--- src/rtl/pwm_bank.sv ---
module pwm_bank #(
  parameter int NT = 5,
  parameter int CW = 16
) (
  input  logic          clk,
  input  logic          rst_n,
  input  logic          wr_en,
  input  logic [7:0]    addr,
  input  logic [31:0]   wdata,
  output logic [31:0]   rdata,
  output logic [NT-1:0] pwm_out
);
  localparam logic [7:0] A_CFG0 = 8'h00;
  localparam logic [7:0] A_CFG1 = 8'h04;
  localparam logic [7:0] A_CTRL = 8'h08;
  localparam logic [7:0] A_STAT = 8'h44;

  function automatic int fbase(int n);
    return (n == 0) ? 0 : 4 * (n + 1);
  endfunction

  function automatic logic [31:0] ctrl_mask();
    logic [31:0] m;
    m = 32'h1F;
    for (int n = 1; n < NT; n++) m[fbase(n) +: 4] = 4'hF;
    return m;
  endfunction

  localparam logic [31:0] CMASK = ctrl_mask();

  logic [31:0] cfg0_q, cfg1_q, ctrl_q;
  logic [NT-1:0] irq_q;
  logic [NT-1:0] b_run, b_load, b_inv, b_refill;
  logic [NT-1:0] live_all, counting, at_zero;
  logic [NT-1:0][CW-1:0] cntb_all, cmpb_all, cnt_all, cmp_all;

  always_ff @(posedge clk or negedge rst_n) begin
    if (!rst_n) begin
      cfg0_q <= '0;
      cfg1_q <= '0;
      ctrl_q <= '0;
      irq_q  <= '0;
    end else begin
      if (wr_en && addr == A_CFG0) cfg0_q <= wdata;
      if (wr_en && addr == A_CFG1) cfg1_q <= wdata;
      if (wr_en && addr == A_CTRL) ctrl_q <= wdata & CMASK;
      irq_q <= (irq_q & ~((wr_en && addr == A_STAT) ? wdata[NT-1:0] : '0)) | at_zero;
    end
  end

  for (genvar n = 0; n < NT; n++) begin : g_tmr
    localparam logic [7:0] A_PER = 8'(12 + 12 * n);
    localparam logic [7:0] A_THR = 8'(16 + 12 * n);
    logic [CW-1:0] per_q, thr_q, cnt_q, cmp_q;
    logic live_q;

    assign b_run[n]    = ctrl_q[fbase(n)];
    assign b_load[n]   = ctrl_q[fbase(n) + 1];
    assign b_inv[n]    = ctrl_q[fbase(n) + 2];
    assign b_refill[n] = ctrl_q[fbase(n) + 3];
    assign counting[n] = b_run[n] & ~b_load[n] & live_q;
    assign at_zero[n]  = counting[n] && cnt_q == '0;
    assign pwm_out[n]  = (counting[n] && cnt_q <= cmp_q) ^ b_inv[n];

    assign cntb_all[n] = per_q;
    assign cmpb_all[n] = thr_q;
    assign cnt_all[n]  = cnt_q;
    assign cmp_all[n]  = cmp_q;
    assign live_all[n] = live_q;

    always_ff @(posedge clk or negedge rst_n) begin
      if (!rst_n) begin
        per_q  <= '0;
        thr_q  <= '0;
        cnt_q  <= '0;
        cmp_q  <= '0;
        live_q <= 1'b0;
      end else begin
        if (wr_en && addr == A_PER) per_q <= wdata[CW-1:0];
        if (wr_en && addr == A_THR) thr_q <= wdata[CW-1:0];
        if (b_load[n]) begin
          cnt_q  <= per_q;
          cmp_q  <= thr_q;
          live_q <= 1'b1;
        end else if (counting[n]) begin
          if (cnt_q != '0) begin
            cnt_q <= cnt_q - 1'b1;
          end else if (b_refill[n]) begin
            cnt_q <= per_q;
            cmp_q <= thr_q;
          end else begin
            live_q <= 1'b0;
          end
        end
      end
    end
  end

  always_comb begin
    rdata = '0;
    for (int n = 0; n < NT; n++) begin
      if (addr == 8'(12 + 12 * n)) rdata = 32'(cntb_all[n]);
      if (addr == 8'(16 + 12 * n)) rdata = 32'(cmpb_all[n]);
      if (addr == 8'(20 + 12 * n)) rdata = 32'(cnt_all[n]);
    end
    if (addr == A_CFG0) rdata = cfg0_q;
    if (addr == A_CFG1) rdata = cfg1_q;
    if (addr == A_CTRL) rdata = ctrl_q;
    if (addr == A_STAT) rdata = 32'(irq_q);
  end
endmodule


--- config.mk ---
export PLATFORM = sky130hd
export DESIGN_NAME = pwm_bank
export DESIGN_NICKNAME = d
export VERILOG_FILES = /design/src/rtl/pwm_bank.sv
export SDC_FILE = /design/constraint.sdc
export NUM_CORES = 1
export LEC_CHECK = 0
export ABC_AREA = 1
export BUFFER_PORTS_ARGS = -buffer_cell sky130_fd_sc_hd__buf_2
export CORE_ASPECT_RATIO = 1.1
export CORE_MARGIN = 1
export CORE_UTILIZATION = 55
export CTS_BUF_LIST = sky130_fd_sc_hd__clkbuf_8
export CTS_CLUSTER_SIZE = 20
export DETAILED_ROUTE_END_ITERATION = 10
export PLACE_DENSITY_LB_ADDON = 0.2
export SYNTH_ARGS = -nofsm -noshare
export SYNTH_HDL_FRONTEND = slang
export SYNTH_SLANG_ARGS = --single-unit
export TNS_END_PERCENT = 30
--- constraint.sdc ---
create_clock -name clk -period 2.6 [get_ports clk]
set_input_delay 0.39 -clock clk [delete_from_list [all_inputs] [get_ports clk]]
set_output_delay 0.39 -clock clk [all_outputs]
set_load 0.01 [all_outputs]
==> impl_metrics.toml <==
[status]
outcome = "complete, but fails checks"
violations = "design-rule violations, negative setup slack"

[pwr]
ir_worst_vdd_mv = 0.665
power.leakage_nw = 12.8
power.total_mw = 23.9
p_per_area_mw_per_mm2 = 902

[sta]
clock_skew_ns = 0.0179
final-setup-viol-count = 21
slew_violations = 0
period_needed_ns = 2.94
max_slew.worst_pin.slew_ns = 0.994
finalHoldViolCount = 0
rsz0062_at_grt = "yes"
finalCritPeriodShare_pct = 113
fmaxAchievable_mhz = 340
timing.slew.headroom_pct = 33.7
setup_slack_ns = -0.337

[yosys]
netlist_top_cells_count = "670 x nand2_1, 415 x dfrtp_1, 354 x o21ai_0"
yosysTopAreaCell = "dfrtp_1"
yosysSeqAreaShare_pct = 47.2
synth_area_per_cell_sq_um = 7.91
syn-num-nets = 2913
synth_most_common_cell = "nand2_1"
synthTopCellsByArea = "dfrtp_1 47%, nand2_1 11%, o21ai_0 8.1%"
yosys_warnings = 0
ys_async_sr_fraction_pct = 100
synth_top_flop_cell = "dfrtp_1"
synthesis.area_sq_mm = 0.0220
ys_ff_latch = 415
synth_enable_flop_cells = 0
ys_types = 52
synthCells = 2780
synth_top_area_share_pct = 47.2

[critical_path]
timing.rr.end = "g_tmr[2].cnt_q[3]"
crit_fanout = 2
ff2ff_setup_slack_ns = 0.08
start_kind = "register"
r2r.worst_path.cells = 11
cp.arrival_ns = 2.55
critical_path_required_ns = 2.21
rr_startpoint = "g_tmr[2].cnt_q[1]"
cp-end-kind = "output port"
critPathKind = "reg2out"

[global_routing]
track_usage_pct = 37.1
grt_pass1_wl_um = 113000
grt_max_degree = 81
grt_pass1_vias = 20150
antenna_found_initial = 2
grt-ovfl-total = 0

[hold_path]
hold_end = "cfg0_q[26]"
hp-start = "wdata[26]"
hold_path.class = "in2reg"
hold_depth = 3

[cells_and_area]
multi_input_area_sq_mm = 0.0105
area_delta_synth_final_pct = 20.3
regArea_sq_mm = 0.0104
n_fill_cell = 3317
nNetsFinal = 3131
drive_gt1_share_pct = 20.3
stdcell_area_sq_mm = 0.0265

[route]
routed_via_density = 5.82
drtAntennaViolNets = 0
drtIter0Drc = 1976
drc = 8
vias = 20726
routed_wl_um = 74800
wl_per_cell_um = 21.0
drt_first_pass_iters = 9

[placed_design]
placed_area_sq_mm = 0.0237
io_buffers = 79
place_congestion = 1.01
dpl.hpwl_um = 53400

[die]
ios = 80
die_w_um = 193
die-area_sq_mm = 0.0408
start_util_pct = 56.0
coreArea_sq_mm = 0.0393
rows = 76
die_h_um = 212

[cts]
cts-root-buf = "clkbuf_8"
cts_htree_levels = 3
cts_buffer_depth = 3
cts-buffers-inserted = 72
clk_pin_slew_ns = 0.06
cts_tree = "yes"
clock_sinks = 415
clock_latency_ns = 0.63

[run]
maxCapViolations = 0
==> worst max path at each step <==
stage               cells past startpoint         startpoint         end  slack, ns
detailed placement                     15            addr[1]   rdata[13]      -0.11
floorplan                               7            addr[1]    rdata[6]       0.54
global route                           12  g_tmr[4].cmp_q[9]  pwm_out[4]      -0.39
global placement                       16            addr[0]    rdata[2]      -0.06
CTS                                    12  g_tmr[4].cmp_q[9]  pwm_out[4]      -0.42
finish                                 12  g_tmr[4].cmp_q[9]  pwm_out[4]      -0.34
==> area by class of cell <==
class | instances | share of cell area [%]
Multi-Input combinational cell | 1930 | 39.8
Sequential cell | 415 | 39.3
Timing Repair Buffer | 278 | 8.35
Clock buffer | 97 | 5.05
Inverter | 301 | 4.34
Tap cell | 507 | 2.40
Clock inverter | 31 | 0.719
Antenna cell | 1 | 0.00946
==> per-stage QoR <==
step	std cells	hold slack [ns]	TNS (ns)	utilization (%)	setup slack [ns]
after floorplan	2780	0.0944	0	-	0.538
after global placement	3364	0.345	-0.340	60.3	-0.0603
after detailed placement	3364	0.344	-0.828	60.3	-0.112
after CTS	3528	0.00811	-4.10	65.8	-0.418
after global routing	3559	0.0456	-5.84	67.4	-0.394
final	3560	0.0448	-3.53	67.4	-0.337
==> layer usage <==
| layer | GRT usage (%) | vias to the layer above | share of wire (%) |
|---|---|---|---|
| met3 | 5.27 | 249 | 6.6 |
| met2 | 61.0 | 929 | 48 |
| li1 | - | 9608 | - |
| met5 | 0 | - | 0 |
| met1 | 46.1 | 9940 | 39 |
| met4 | 22.4 | 0 | 6.1 |
==> kinds of logic after synthesis <==
| kind of cell | after synthesis | synth area share, % |
|---|---|---|
| buffers and inverters | 435 | 7.87 |
| AND/OR/NAND/NOR | 1118 | 21.4 |
| multiplexers | 4 | 0.205 |
| adder cells (fa/ha/maj) | 90 | 5.12 |
| flip-flops | 415 | 47.2 |
| XOR/XNOR | 44 | 1.75 |
| AO/OA/AOI/OAI | 674 | 16.4 |
==> worst max-delay path, stage by stage (launching register included) <==
cell and delay [ns]:
dfrtp_1 0.38, inv_2 0.08, ha_4 0.21, a21oi_2 0.11, nor2_1 0.06, a211oi_2 0.27
o221ai_1 0.16, a21oi_1 0.14, a21o_1 0.18, nand2_1 0.07, nand2_1 0.06, nand2_1 0.05
buf_2 0.14
==> state kept, by name (all words and copies together), names as in the netlist <==
register      flops
g_tmr.live_q      5
g_tmr.cmp_q      80
cfg1_q           32
g_tmr.per_q      80
g_tmr.thr_q      80
ctrl_q           21
g_tmr.cnt_q      80
cfg0_q           32
irq_q             5
==> power breakdown <==
| part | switching, mW | internal (mW) |
|---|---|---|
| logic | 6.04 | 3.57 |
| registers | 0.683 | 7.24 |
| clock network | 2.81 | 3.52 |
==> cell usage in the layout, fill, tap and decap left out, types with 38 or more instances in the layout <==
cell and count:
nand2_1 638, dfrtp_1 397, o21ai_0 349, inv_1 261, nor2_1 217, a21oi_1 169, buf_4 165, clkbuf_8 97
buf_2 77, ha_1 69, nand3_1 65, nand4_1 58, o21ai_1 55, inv_2 52, xor2_1 38
==> timing repair <==
item / 4_1_cts / 5_1_grt
gates cloned: 0 / 0
setup endpoints to repair: 21 / 42
hold buffers: 6 / 0
pin swaps: 44 / 70
endpoints found under the hold margin: 51 / 0
buffers inserted: 30 / 31
resized for setup: 100 / 100
Power figures use the tool's default switching activity.
